File: src/rtl/ack_holdoff_pkg.sv
package ack_holdoff_pkg;

   // outcome reported with cycle_done
   typedef enum logic [1:0] {
      ST_NORMAL = 2'd0,
      ST_ERROR  = 2'd1,
      ST_RETRY  = 2'd2
   } cyc_status_e;

   // field slot i occupies bits [i*W +: W] of the captured word
   localparam int unsigned NUM_FIELDS = 4;
   localparam int unsigned FLD_WR_NEXT  = 0;
   localparam int unsigned FLD_WR_FIRST = 1;
   localparam int unsigned FLD_RD_NEXT  = 2;
   localparam int unsigned FLD_RD_FIRST = 3;

endpackage

File: src/rtl/holdoff_cfg_latch.sv
module holdoff_cfg_latch #(
   parameter int unsigned CNT_W = 4,
   localparam int unsigned BUS_W = ack_holdoff_pkg::NUM_FIELDS * CNT_W
) (
   input  logic             clk,
   input  logic             rst,
   input  logic             cfg_en,
   input  logic [BUS_W-1:0] cfg_bus,
   output logic [BUS_W-1:0] counts
);
   import ack_holdoff_pkg::*;

   logic             en_q;
   logic [BUS_W-1:0] raw_q;

   // sampled every reset clock, so the last reset clock wins
   always_ff @(posedge clk) begin
      if (rst) begin
         en_q  <= cfg_en;
         raw_q <= cfg_bus;
      end
   end

   // per-field masking: a disabled feature reads as zero hold-off
   for (genvar f = 0; f < NUM_FIELDS; f++) begin : g_field
      assign counts[f*CNT_W +: CNT_W] = en_q ? raw_q[f*CNT_W +: CNT_W] : '0;
   end

   AST_CFG_HELD: assert property (@(posedge clk) disable iff (rst)
      1'b1 |=> $stable(counts));

endmodule

File: src/rtl/holdoff_down_ctr.sv
module holdoff_down_ctr #(
   parameter int unsigned CNT_W = 4
) (
   input  logic             clk,
   input  logic             rst,
   input  logic             load,
   input  logic [CNT_W-1:0] load_val,
   output logic             cnt_zero
);
   logic [CNT_W-1:0] cnt_q;

   always_ff @(posedge clk) begin
      if (rst)
         cnt_q <= '0;
      else if (load)
         cnt_q <= load_val;
      else if (cnt_q != '0)
         cnt_q <= cnt_q - 1'b1;
   end

   assign cnt_zero = (cnt_q == '0);

   AST_CNT_STEP: assert property (@(posedge clk) disable iff (rst)
      !load && !cnt_zero |=> cnt_q == $past(cnt_q) - 1'b1);

endmodule

File: src/rtl/ack_holdoff_ctl.sv
module ack_holdoff_ctl #(
   parameter int unsigned CNT_W      = 4,
   parameter int unsigned LINE_BEATS = 4,
   localparam int unsigned BUS_W     = ack_holdoff_pkg::NUM_FIELDS * CNT_W,
   localparam int unsigned IDX_W     = $clog2(LINE_BEATS)
) (
   input  logic             clk,
   input  logic             rst,
   input  logic             cfg_en,
   input  logic [BUS_W-1:0] cfg_bus,
   input  logic             start,
   input  logic             start_wr,
   input  logic             start_line,
   input  logic             term_ack,
   input  logic             term_err,
   input  logic             term_retry,
   output logic             sample_go,
   output logic             beat_done,
   output logic             cycle_done,
   output logic [1:0]       cycle_status,
   output logic             busy
);
   import ack_holdoff_pkg::*;

   if (CNT_W < 1) begin : g_bad_width
      $error("CNT_W must be at least 1");
   end
   if (LINE_BEATS < 2 || (1 << IDX_W) != LINE_BEATS) begin : g_bad_beats
      $error("LINE_BEATS must be a power of two of at least 2");
   end

   logic [BUS_W-1:0] counts;
   logic             cnt_zero;
   logic             active_q, fresh_q, wr_q, line_q;
   logic [IDX_W-1:0] idx_q;
   logic             accept, sampling, hit_ack, hit_err, hit_rty;
   logic             last_beat, advance, load;
   logic [CNT_W-1:0] load_val;
   cyc_status_e      status;

   holdoff_cfg_latch #(.CNT_W(CNT_W)) u_cfg (
      .clk    (clk),
      .rst    (rst),
      .cfg_en (cfg_en),
      .cfg_bus(cfg_bus),
      .counts (counts)
   );

   holdoff_down_ctr #(.CNT_W(CNT_W)) u_ctr (
      .clk     (clk),
      .rst     (rst),
      .load    (load),
      .load_val(load_val),
      .cnt_zero(cnt_zero)
   );

   assign accept    = start && !active_q;
   assign sampling  = active_q && cnt_zero;
   assign hit_err   = sampling && term_err;
   assign hit_rty   = sampling && term_retry && !term_err;
   assign hit_ack   = sampling && term_ack && !term_err && !term_retry;
   assign last_beat = !line_q || (idx_q == IDX_W'(LINE_BEATS - 1));
   assign advance   = hit_ack && !last_beat;
   assign load      = accept || advance;

   always_comb begin
      if (accept)
         load_val = start_wr ? counts[FLD_WR_FIRST*CNT_W +: CNT_W]
                             : counts[FLD_RD_FIRST*CNT_W +: CNT_W];
      else
         load_val = wr_q ? counts[FLD_WR_NEXT*CNT_W +: CNT_W]
                         : counts[FLD_RD_NEXT*CNT_W +: CNT_W];
   end

   always_comb begin
      if (hit_err)      status = ST_ERROR;
      else if (hit_rty) status = ST_RETRY;
      else              status = ST_NORMAL;
   end

   always_ff @(posedge clk) begin
      if (rst) begin
         active_q <= 1'b0;
         fresh_q  <= 1'b0;
         wr_q     <= 1'b0;
         line_q   <= 1'b0;
         idx_q    <= '0;
      end else begin
         if (accept) begin
            active_q <= 1'b1;
            wr_q     <= start_wr;
            line_q   <= start_line;
            idx_q    <= '0;
         end else if (cycle_done) begin
            active_q <= 1'b0;
         end else if (advance) begin
            idx_q <= idx_q + 1'b1;
         end
         if (load)          fresh_q <= 1'b1;
         else if (sampling) fresh_q <= 1'b0;
      end
   end

   assign sample_go    = sampling && fresh_q;
   assign beat_done    = hit_ack;
   assign cycle_done   = hit_err || hit_rty || (hit_ack && last_beat);
   assign cycle_status = status;
   assign busy         = active_q;

   AST_HOLD_MASKS: assert property (@(posedge clk) disable iff (rst)
      busy && !cnt_zero |-> !beat_done && !cycle_done);
   AST_STROBE_SINGLE: assert property (@(posedge clk) disable iff (rst)
      sample_go && !beat_done |=> !sample_go);
   AST_LINE_LAST: assert property (@(posedge clk) disable iff (rst)
      cycle_done && cycle_status == 2'd0 && line_q |-> idx_q == IDX_W'(LINE_BEATS - 1));
   AST_ABORT_NO_BEAT: assert property (@(posedge clk) disable iff (rst)
      cycle_done && cycle_status != 2'd0 |-> !beat_done);
   AST_DONE_RELEASES: assert property (@(posedge clk) disable iff (rst)
      cycle_done |=> !busy);
   AST_START_BUSY: assert property (@(posedge clk) disable iff (rst)
      busy && !cycle_done |=> busy && $stable(wr_q));

endmodule

File: config.mk
export PLATFORM = sky130hd
export DESIGN_NAME = ack_holdoff_ctl
export DESIGN_NICKNAME = d
export VERILOG_FILES = /design/src/rtl/ack_holdoff_pkg.sv /design/src/rtl/holdoff_cfg_latch.sv /design/src/rtl/holdoff_down_ctr.sv /design/src/rtl/ack_holdoff_ctl.sv
export SDC_FILE = /design/constraint.sdc
export NUM_CORES = 1
export LEC_CHECK = 0
export ABC_AREA = 0
export CORE_ASPECT_RATIO = 2
export CORE_MARGIN = 4
export CORE_UTILIZATION = 29
export CTS_BUF_LIST = sky130_fd_sc_hd__clkbuf_8
export DETAILED_ROUTE_END_ITERATION = 16
export RECOVER_POWER = 25
export SYNTH_ARGS = -nofsm -noshare
export SYNTH_HDL_FRONTEND = slang
export SYNTH_HIERARCHICAL = 1
export SYNTH_SLANG_ARGS = --single-unit
File: constraint.sdc
create_clock -name clk -period 2.3 [get_ports clk]
set_input_delay 0.46 -clock clk [delete_from_list [all_inputs] [get_ports clk]]
set_output_delay 0.46 -clock clk [all_outputs]
set_load 0.005 [all_outputs]
==> impl_metrics.toml, run 1 <==
[grt]
grt_max_degree = 17
grt_pass1_wl_um = 4200
antenna_found_initial = 0
grt.overflow.total = 0
grtUsageTotal = 0.0904
grt_pass1_vias = 999

[power]
power_frac_seq = 0.433
power_switching_uw = 383
leakage_nw = 0.731
intPower_mw = 1.06
power.density_mw_per_mm2 = 783
p_comb_frac = 0.389
finalPower_mw = 1.44
swShare = 0.266
irDropWorstVdd_mv = 0.541
clock_power_share = 0.178

[finish]
multiInputGateArea_um2 = 587
regArea_um2 = 713
fillCellCount = 433
post-route-util = 0.419
syn_to_final_growth_pct = 38.1
layout.cells.most_common = "edfxtp_1"
nets = 189
n_antenna_cell = 0
final_cell_mix = "edfxtp_1 (17), clkdlybuf4s50_1 (13), buf_4 (13)"
drive_gt1_frac = 0.261

[yosys]
yosysWarnings = 6
synth_top_area_share = 0.384
ys_seq_area_frac = 0.534
syn_area_mm2 = 0.00133
yosys-top-cells-area = "edfxtp_1 (38%), dfxtp_1 (15%), and2_2 (6.8%), mux2i_1 (4.5%), nor2b_1 (3.8%)"
synth_top_cell_by_area = "edfxtp_1"
ys_ff_latch = 27
synth_cell_types = 34
avgSynthCellArea_um2 = 11.2
syn-num-nets = 146
synth_cells = 119

[die]
ios = 31
die-area_mm2 = 0.00580
core.rowCount = 34
fp.dieH_um = 104
die_w_um = 55.9
coreArea_mm2 = 0.00438
initial_core_util = 0.304

[routing]
wl_um = 2520
met3_length_um = 140
drt_iter0_drc = 13
met1_length_um = 787
wire_per_inst_um = 11.7
met2_length_um = 1560
ant_nets = 0
highest_layer = "met4"
viasPerCell = 4.63
drc = 0
vias = 995
dr.pass1.iters = 4

[clock_network]
cts-root-buf = "clkbuf_8"
clkLatencyLatePin_ns = 0.26
cts_buffer_depth = 2
clkTransAtPathRegs_ns = 0.09
cts_buffers = 3
htree_levels = 1
cts_tree = "built"
cts_sinks = 27

[critical_path]
cp-end-kind = "output port"
cp_max_fo = 3
startpoint_type = "flip-flop"
cp.arrival_ns = 1.75
reg2reg_to = "u_ctr/cnt_q[3]"
r2r_setup_slack_ns = 0.17
crit_required_ns = 1.84
r2r_start = "u_ctr/cnt_q[1]"
worst-setup-path-type = "flip-flop to output port"
ff2ff_path_depth = 11

[hold_path]
hold_depth = 2
hold_path.class = "flip-flop to flip-flop"
hold_end = "line_q"
min_from = "line_q"

[sta]
maxSlewHeadroom = 0.795
rsz0062_at_grt = "false"
final_max_slew_viol_count = 0
finalHoldViolCount = 0
fmax_mhz = 453
skew_ns = 0.00394
worst_pin_slew_ns = 0.306
fin_tns_setup_ns = 0
setup_viol = 0
finalCriticalPeriod_ns = 2.21
min_period_over_period = 0.961

[run_status]
status = "complete, no violations"

[place]
dp_hpwl_um = 2100
portBuffers = 30
gp_congestion = 0.761

[run]
max_cap_viol_count = 0
power by group through the flow:
stage / registers (mW) / clock network [mW] / logic (mW)
floorplan: 0.620 / 0 / 0.277
global placement: 0.630 / 0 / 0.404
detailed placement: 0.635 / 0 / 0.414
CTS: 0.629 / 0.270 / 0.497
global route: 0.633 / 0.289 / 0.610
finish: 0.623 / 0.256 / 0.559
worst max-delay path, stage by stage, from the launching register on:
cell and delay, ns:
dfxtp_2 0.34, inv_1 0.06, ha_4 0.16, nor3b_4 0.14
buf_4 0.14, buf_4 0.12, and2_4 0.15, and3_1 0.18
clkdlybuf4s15_1 0.20
per-layer routing:
metal  vias up  global-route usage
met5         -                   0
met2        20               0.197
li1        500                   -
met3         2              0.0237
met4         0              0.0306
met1       473              0.0685
per-stage QoR:
stage               hold slack, ns  cells  setup WS (ns)  cell area [um2]
floorplan                    0.426    119          0.534             1330
global placement             0.438    204         0.0238             1710
detailed placement           0.455    204        0.00483             1710
CTS                          0.469    212        0.00945             1790
global route                 0.523    215         0.0237             1840
finish                       0.465    215         0.0907             1840
timing repair:
item                                    CTS  global route
buffers inserted                          4             3
endpoints found under the setup margin    5             5
hold buffers                              0             0
hold endpoints to repair                  0             0
resized for setup                        11             5
Yosys cell counts (all sizes together):
master / count
and2: 18
edfxtp: 17
dfxtp: 10
nand2: 9
a21oi: 8
nor2b: 8
mux2i: 6
a211oi: 5
buf: 4
inv: 4
and3: 3
nand3: 3
nor3: 3
clkbuf: 2
ha: 2
nor2: 2
nor3b: 2
o22ai: 2
xnor2: 2
and3b: 1
and4: 1
mux2: 1
nand2b: 1
nand4: 1
o21ai: 1
o32ai: 1
or2: 1
or3: 1
worst max path at each step:
stage	slack, ns	cells past startpoint	endpoint	startpoint
global route	0.02	8	beat_done	u_ctr/cnt_q[1]
global placement	0.02	5	cycle_done	term_err
finish	0.09	8	beat_done	u_ctr/cnt_q[1]
CTS	0.009	6	sample_go	u_ctr/cnt_q[0]
detailed placement	0.005	5	cycle_done	term_err
floorplan	0.53	8	u_ctr/cnt_q[3]	u_ctr/cnt_q[0]
area by class of cell:
cell class,count,share of cell area
clock buffer,3,0.0225
inverter,4,0.00817
sequential,27,0.388
tap,54,0.0368
clock inverter,1,0.00204
timing repair buffer,44,0.223
multi-input combinational,82,0.319
kinds of logic after synthesis:
family | after synthesis | synth area share
XOR/XNOR | 2 | 0.0132
multiplexers | 7 | 0.0536
flip-flops | 27 | 0.534
AND/OR/NAND/NOR | 54 | 0.259
buffers and inverters | 10 | 0.0433
AO/OA/AOI/OAI | 17 | 0.0781
adder cells (fa/ha/maj) | 2 | 0.0188
sequential cells by signal (all words and copies together), names as in the netlist:
signal	flops
busy	1
fresh_q	1
idx_q	2
line_q	1
u_cfg/en_q	1
u_cfg/raw_q	16
u_ctr/cnt_q	4
wr_q	1
Power figures use the tool's default switching activity.
==> run 2: changes to the inputs <==
Settings changed: GPL_TIMING_DRIVEN set to 0, SKIP_CTS_REPAIR_TIMING set to 1.
==> run 2 against run 1 <==
Effect of this change:
- sequential share of layout area rose by 0.21 points
- largest power group unchanged
- die area stayed put
- clock skew up 0.0018 ns
- critical path type unchanged
- combinational power grew 4.1%
- wire length increased by 4.7%
- non-clock buffer count is 1 lower
- first-iteration DRC count rose by 31%
- total power increased by 1.3%
- setup slack worse by 0.016 ns
==> impl_metrics.toml, run 2 (synthesis gave the netlist of run 1 again) <==
[clock_network]
cts_buffers = 3
cts_buffer_depth = 2
htree_levels = 1
cts_sinks = 27
cts_tree = "built"
clkLatencyLatePin_ns = 0.26
clkTransAtPathRegs_ns = 0.09
cts-root-buf = "clkbuf_8"

[finish]
biggestRegsByFlops = "u_cfg/raw_q: 16 flops, u_ctr/cnt_q: 4 flops, idx_q: 2 flops"
layout.cells.most_common = "edfxtp_1"
final_cell_mix = "edfxtp_1 (17), dlygate4sd3_1 (12), clkdlybuf4s50_1 (12), and2_2 (12), buf_4 (9)"
n_antenna_cell = 0
largest_reg_flops = 16
drive_gt1_frac = 0.263
nets = 188
syn_to_final_growth_pct = 37.3
largest-register = "u_cfg/raw_q"

[grt]
grt_pass1_wl_um = 4240
grt.overflow.total = 0
antenna_found_initial = 0
grt_pass1_vias = 984
grtUsageTotal = 0.0904
grt_max_degree = 29

[die]
fp.dieH_um = 104
core.rowCount = 34
die-area_mm2 = 0.00580
die_w_um = 55.9
ios = 31
initial_core_util = 0.304
coreArea_mm2 = 0.00438

[power]
power.density_mw_per_mm2 = 798
leakage_nw = 0.760
irDropWorstVdd_mv = 0.489

[sta]
maxSlewHeadroom = 0.250
skew_ns = 0.00579
setup_viol = 0
finalCriticalPeriod_ns = 2.23
fmax_mhz = 449
fin_tns_setup_ns = 0
worst_pin_slew_ns = 1.12
min_period_over_period = 0.968
worst_hold_slack_ns = 0.461
finalHoldViolCount = 0
final_max_slew_viol_count = 0

[routing]
drc = 0
ant_nets = 0
dr.pass1.iters = 3
vias = 978
viasPerCell = 4.57
drt_iter0_drc = 17
wl_um = 2640
wire_per_inst_um = 12.3

[critical_path]
worst-setup-path-type = "flip-flop to output port"
r2r_setup_slack_ns = 0.24
ff2ff_path_depth = 10
cp-end-kind = "output port"
cp_max_fo = 6
cp.arrival_ns = 1.77
reg2reg_to = "u_ctr/cnt_q[3]"
r2r_start = "u_ctr/cnt_q[0]"
startpoint_type = "flip-flop"
crit_required_ns = 1.84

[run_status]
status = "complete, no violations"

[run]
max_cap_viol_count = 0

[hold_path]
hold_path.class = "flip-flop to flip-flop"
hold_depth = 2
min_from = "line_q"
hold_end = "line_q"

[place]
portBuffers = 29
gp_congestion = 0.744
[run 2: cell type report]
cell class	instances	area, um2
buffer	6	42.5
clock buffer	3	41.3
clock inverter	1	3.75
fill	435	2550
inverter	4	15.0
multi-input combinational	82	588
sequential	27	713
tap	54	67.6
timing repair buffer	37	355
[run 2: how the worst max path moves through the flow]
stage / startpoint / endpoint / slack, ns / cells past startpoint
CTS: u_ctr/cnt_q[0] / beat_done / -0.33 / 6
detailed placement: rst / u_ctr/cnt_q[3] / -0.12 / 3
global placement: rst / u_ctr/cnt_q[3] / -0.05 / 3
floorplan: u_ctr/cnt_q[0] / u_ctr/cnt_q[3] / 0.53 / 8
finish: u_ctr/cnt_q[1] / beat_done / 0.07 / 8
global route: u_ctr/cnt_q[0] / beat_done / -0.04 / 8
[run 2: per-stage QoR]
stage	util	cells	power [mW]	setup WS, ns	area (um2)
floorplan	-	119	0.897	0.534	1330
global placement	0.385	202	1.01	-0.0458	1690
detailed placement	0.385	202	1.03	-0.119	1690
CTS	0.395	206	1.29	-0.331	1730
global route	0.417	214	1.56	-0.0400	1830
finish	0.417	214	1.46	0.0744	1830
[run 2: layer usage]
metal	routed length [um]	vias to the layer above	global-route usage
met5	0	-	0
met1	881	452	0.0795
met3	117	4	0.0174
met4	48	0	0.0357
met2	1590	20	0.187
li1	-	502	-
[run 2: worst max-delay path: stages (launching register included)]
cell and delay (ns):
dfxtp_2 0.33, inv_2 0.07, ha_4 0.15, nor3b_4 0.28, buf_4 0.18, buf_4 0.09, and2_4 0.14, and3_1 0.15
clkbuf_2 0.11
[run 2: power breakdown]
| group | total (mW) | switching, mW | leakage (nW) | internal [mW] |
|---|---|---|---|---|
| Combinational | 0.582 | 0.221 | 0.484 | 0.361 |
| Clock | 0.254 | 0.135 | 0.0269 | 0.119 |
| Sequential | 0.622 | 0.0405 | 0.249 | 0.581 |
==> run 3: changes to the inputs <==
Settings changed: CTS_BUF_LIST sky130_fd_sc_hd__clkbuf_8 to not set.
==> run 3 against run 2 <==
Effect of this change:
- non-clock buffer count did not move
- highest routed layer unchanged
- register-to-register slack about the same
- sequential share of layout area unchanged
- clock skew barely moved
- via count stayed put
- sequential cell count stayed put
- global-route usage unchanged
- first-iteration DRC count is the same
- combinational power is essentially flat
- count of clock-buffer cells in the layout grew 1
- worst hold slack barely moved
==> impl_metrics.toml, run 3 (synthesis gave the netlist of run 1 again) <==
[finish]
largest_reg_flops = 16
layout.cells.most_common = "edfxtp_1"
drive_gt1_frac = 0.263
n_antenna_cell = 0
instances_no_fill = 214
nets = 188
syn_to_final_growth_pct = 37.3
largest-register = "u_cfg/raw_q"
post-route-util = 0.417
biggestRegsByFlops = "u_cfg/raw_q: 16 flops, u_ctr/cnt_q: 4 flops, idx_q: 2 flops"
fillCellCount = 435
final_cell_mix = "edfxtp_1 (17), dlygate4sd3_1 (12), clkdlybuf4s50_1 (12), and2_2 (12), buf_4 (9)"
fin_area_mm2 = 0.00183

[run_status]
status = "complete, no violations"

[sta]
fmax_mhz = 449
setup_viol = 0
maxSlewHeadroom = 0.250
worst_pin_slew_ns = 1.12
fin_tns_setup_ns = 0
skew_ns = 0.00546
final_max_slew_viol_count = 0
finalCriticalPeriod_ns = 2.23
min_period_over_period = 0.967
finalHoldViolCount = 0

[grt]
grt_max_degree = 29
grtUsageTotal = 0.0904
grt.overflow.total = 0
grt_pass1_wl_um = 4240
grt_pass1_vias = 984
antenna_found_initial = 0

[power]
swShare = 0.271
irDropWorstVdd_mv = 0.488
power.density_mw_per_mm2 = 800
clock_power_share = 0.176
power_switching_uw = 396
power_frac_seq = 0.425
intPower_mw = 1.07
p_comb_frac = 0.398
leakage_nw = 0.756

[critical_path]
cp_max_fo = 6
crit_required_ns = 1.84
cp-end-kind = "output port"
worst-setup-path-type = "flip-flop to output port"
path_common_cell = "buf_4"
startpoint_type = "flip-flop"
path_cells = "inv_2 -> ha_4 -> nor3b_4 -> buf_4 -> buf_4 -> and2_4 -> and3_1 -> clkbuf_2"
cp.arrival_ns = 1.77
critPathSlowestCell = "dfxtp_2"
max_stage_delay_ns = 0.33

[place]
portBuffers = 29
placed_cell_area_mm2 = 0.00169
placedCellCount = 202
gp_congestion = 0.744

[routing]
ant_nets = 0
vias = 978
dr.pass1.iters = 3
viasPerCell = 4.57
wire_per_inst_um = 12.3
wl_um = 2640
drt_iter0_drc = 17
drc = 0

[clock_network]
cts_sinks = 27
clkLatencyLatePin_ns = 0.26
cts-root-buf = "clkbuf_8"
htree_levels = 1
cts_buffers = 3
cts_tree = "built"
cts_buffer_depth = 2
clkTransAtPathRegs_ns = 0.09

[die]
die_w_um = 55.9
die-area_mm2 = 0.00580
initial_core_util = 0.304
coreArea_mm2 = 0.00438
fp.dieH_um = 104
ios = 31
core.rowCount = 34

[hold_path]
hold_path.class = "flip-flop to flip-flop"

[run]
max_cap_viol_count = 0
## run 3: changes by cell type in the layout (fill, tap and decap cells not counted)
cell      before  now
clkbuf_1       2    3
inv_1          3    2
## run 3: metrics by stage
stage | power (mW) | setup WS, ns | hold WS, ns
global placement | 1.01 | -0.0458 | 0.440
global route | 1.57 | -0.0395 | 0.512
CTS | 1.30 | -0.330 | 0.463
finish | 1.46 | 0.0749 | 0.461
floorplan | 0.897 | 0.534 | 0.426
detailed placement | 1.03 | -0.119 | 0.449
## run 3: worst max-delay path, delay by kind of cell (launching register included)
family / cells / cell delay (ns)
fa+ha+maj: 1 / 0.15
buf+inv: 4 / 0.45
flops: 1 / 0.33
simple gates: 3 / 0.57
## run 3: final cells by class
type                       count  area (um2)  share of cell area
buffer                         6        42.5              0.0233
clock buffer                   4        45.0              0.0247
inverter                       4        15.0             0.00822
multi-input combinational     82         588               0.322
sequential                    27         713               0.390
tap                           54        67.6              0.0370
timing repair buffer          37         355               0.195
## run 3: worst paths after layout
kind / from / endpoint / slack, ns / cells past startpoint
worst max-delay path: u_ctr/cnt_q[1] / beat_done / 0.07 / 8
worst min-delay path: line_q / line_q / 0.46 / 2
worst max register to register: u_ctr/cnt_q[0] / u_ctr/cnt_q[3] / 0.24 / 10
worst min register to register: line_q / line_q / 0.46 / 2
## run 3: layer usage
layer	wire, um	track usage
met5	0	0
met3	117	0.0174
met1	880	0.0795
met4	48	0.0357
met2	1590	0.187
## run 3: power by group through the flow
stage / Combinational (mW) / Sequential (mW) / Clock (mW)
floorplan: 0.277 / 0.620 / 0
global route: 0.649 / 0.631 / 0.285
global placement: 0.386 / 0.626 / 0
finish: 0.582 / 0.622 / 0.258
detailed placement: 0.401 / 0.630 / 0
CTS: 0.404 / 0.618 / 0.273
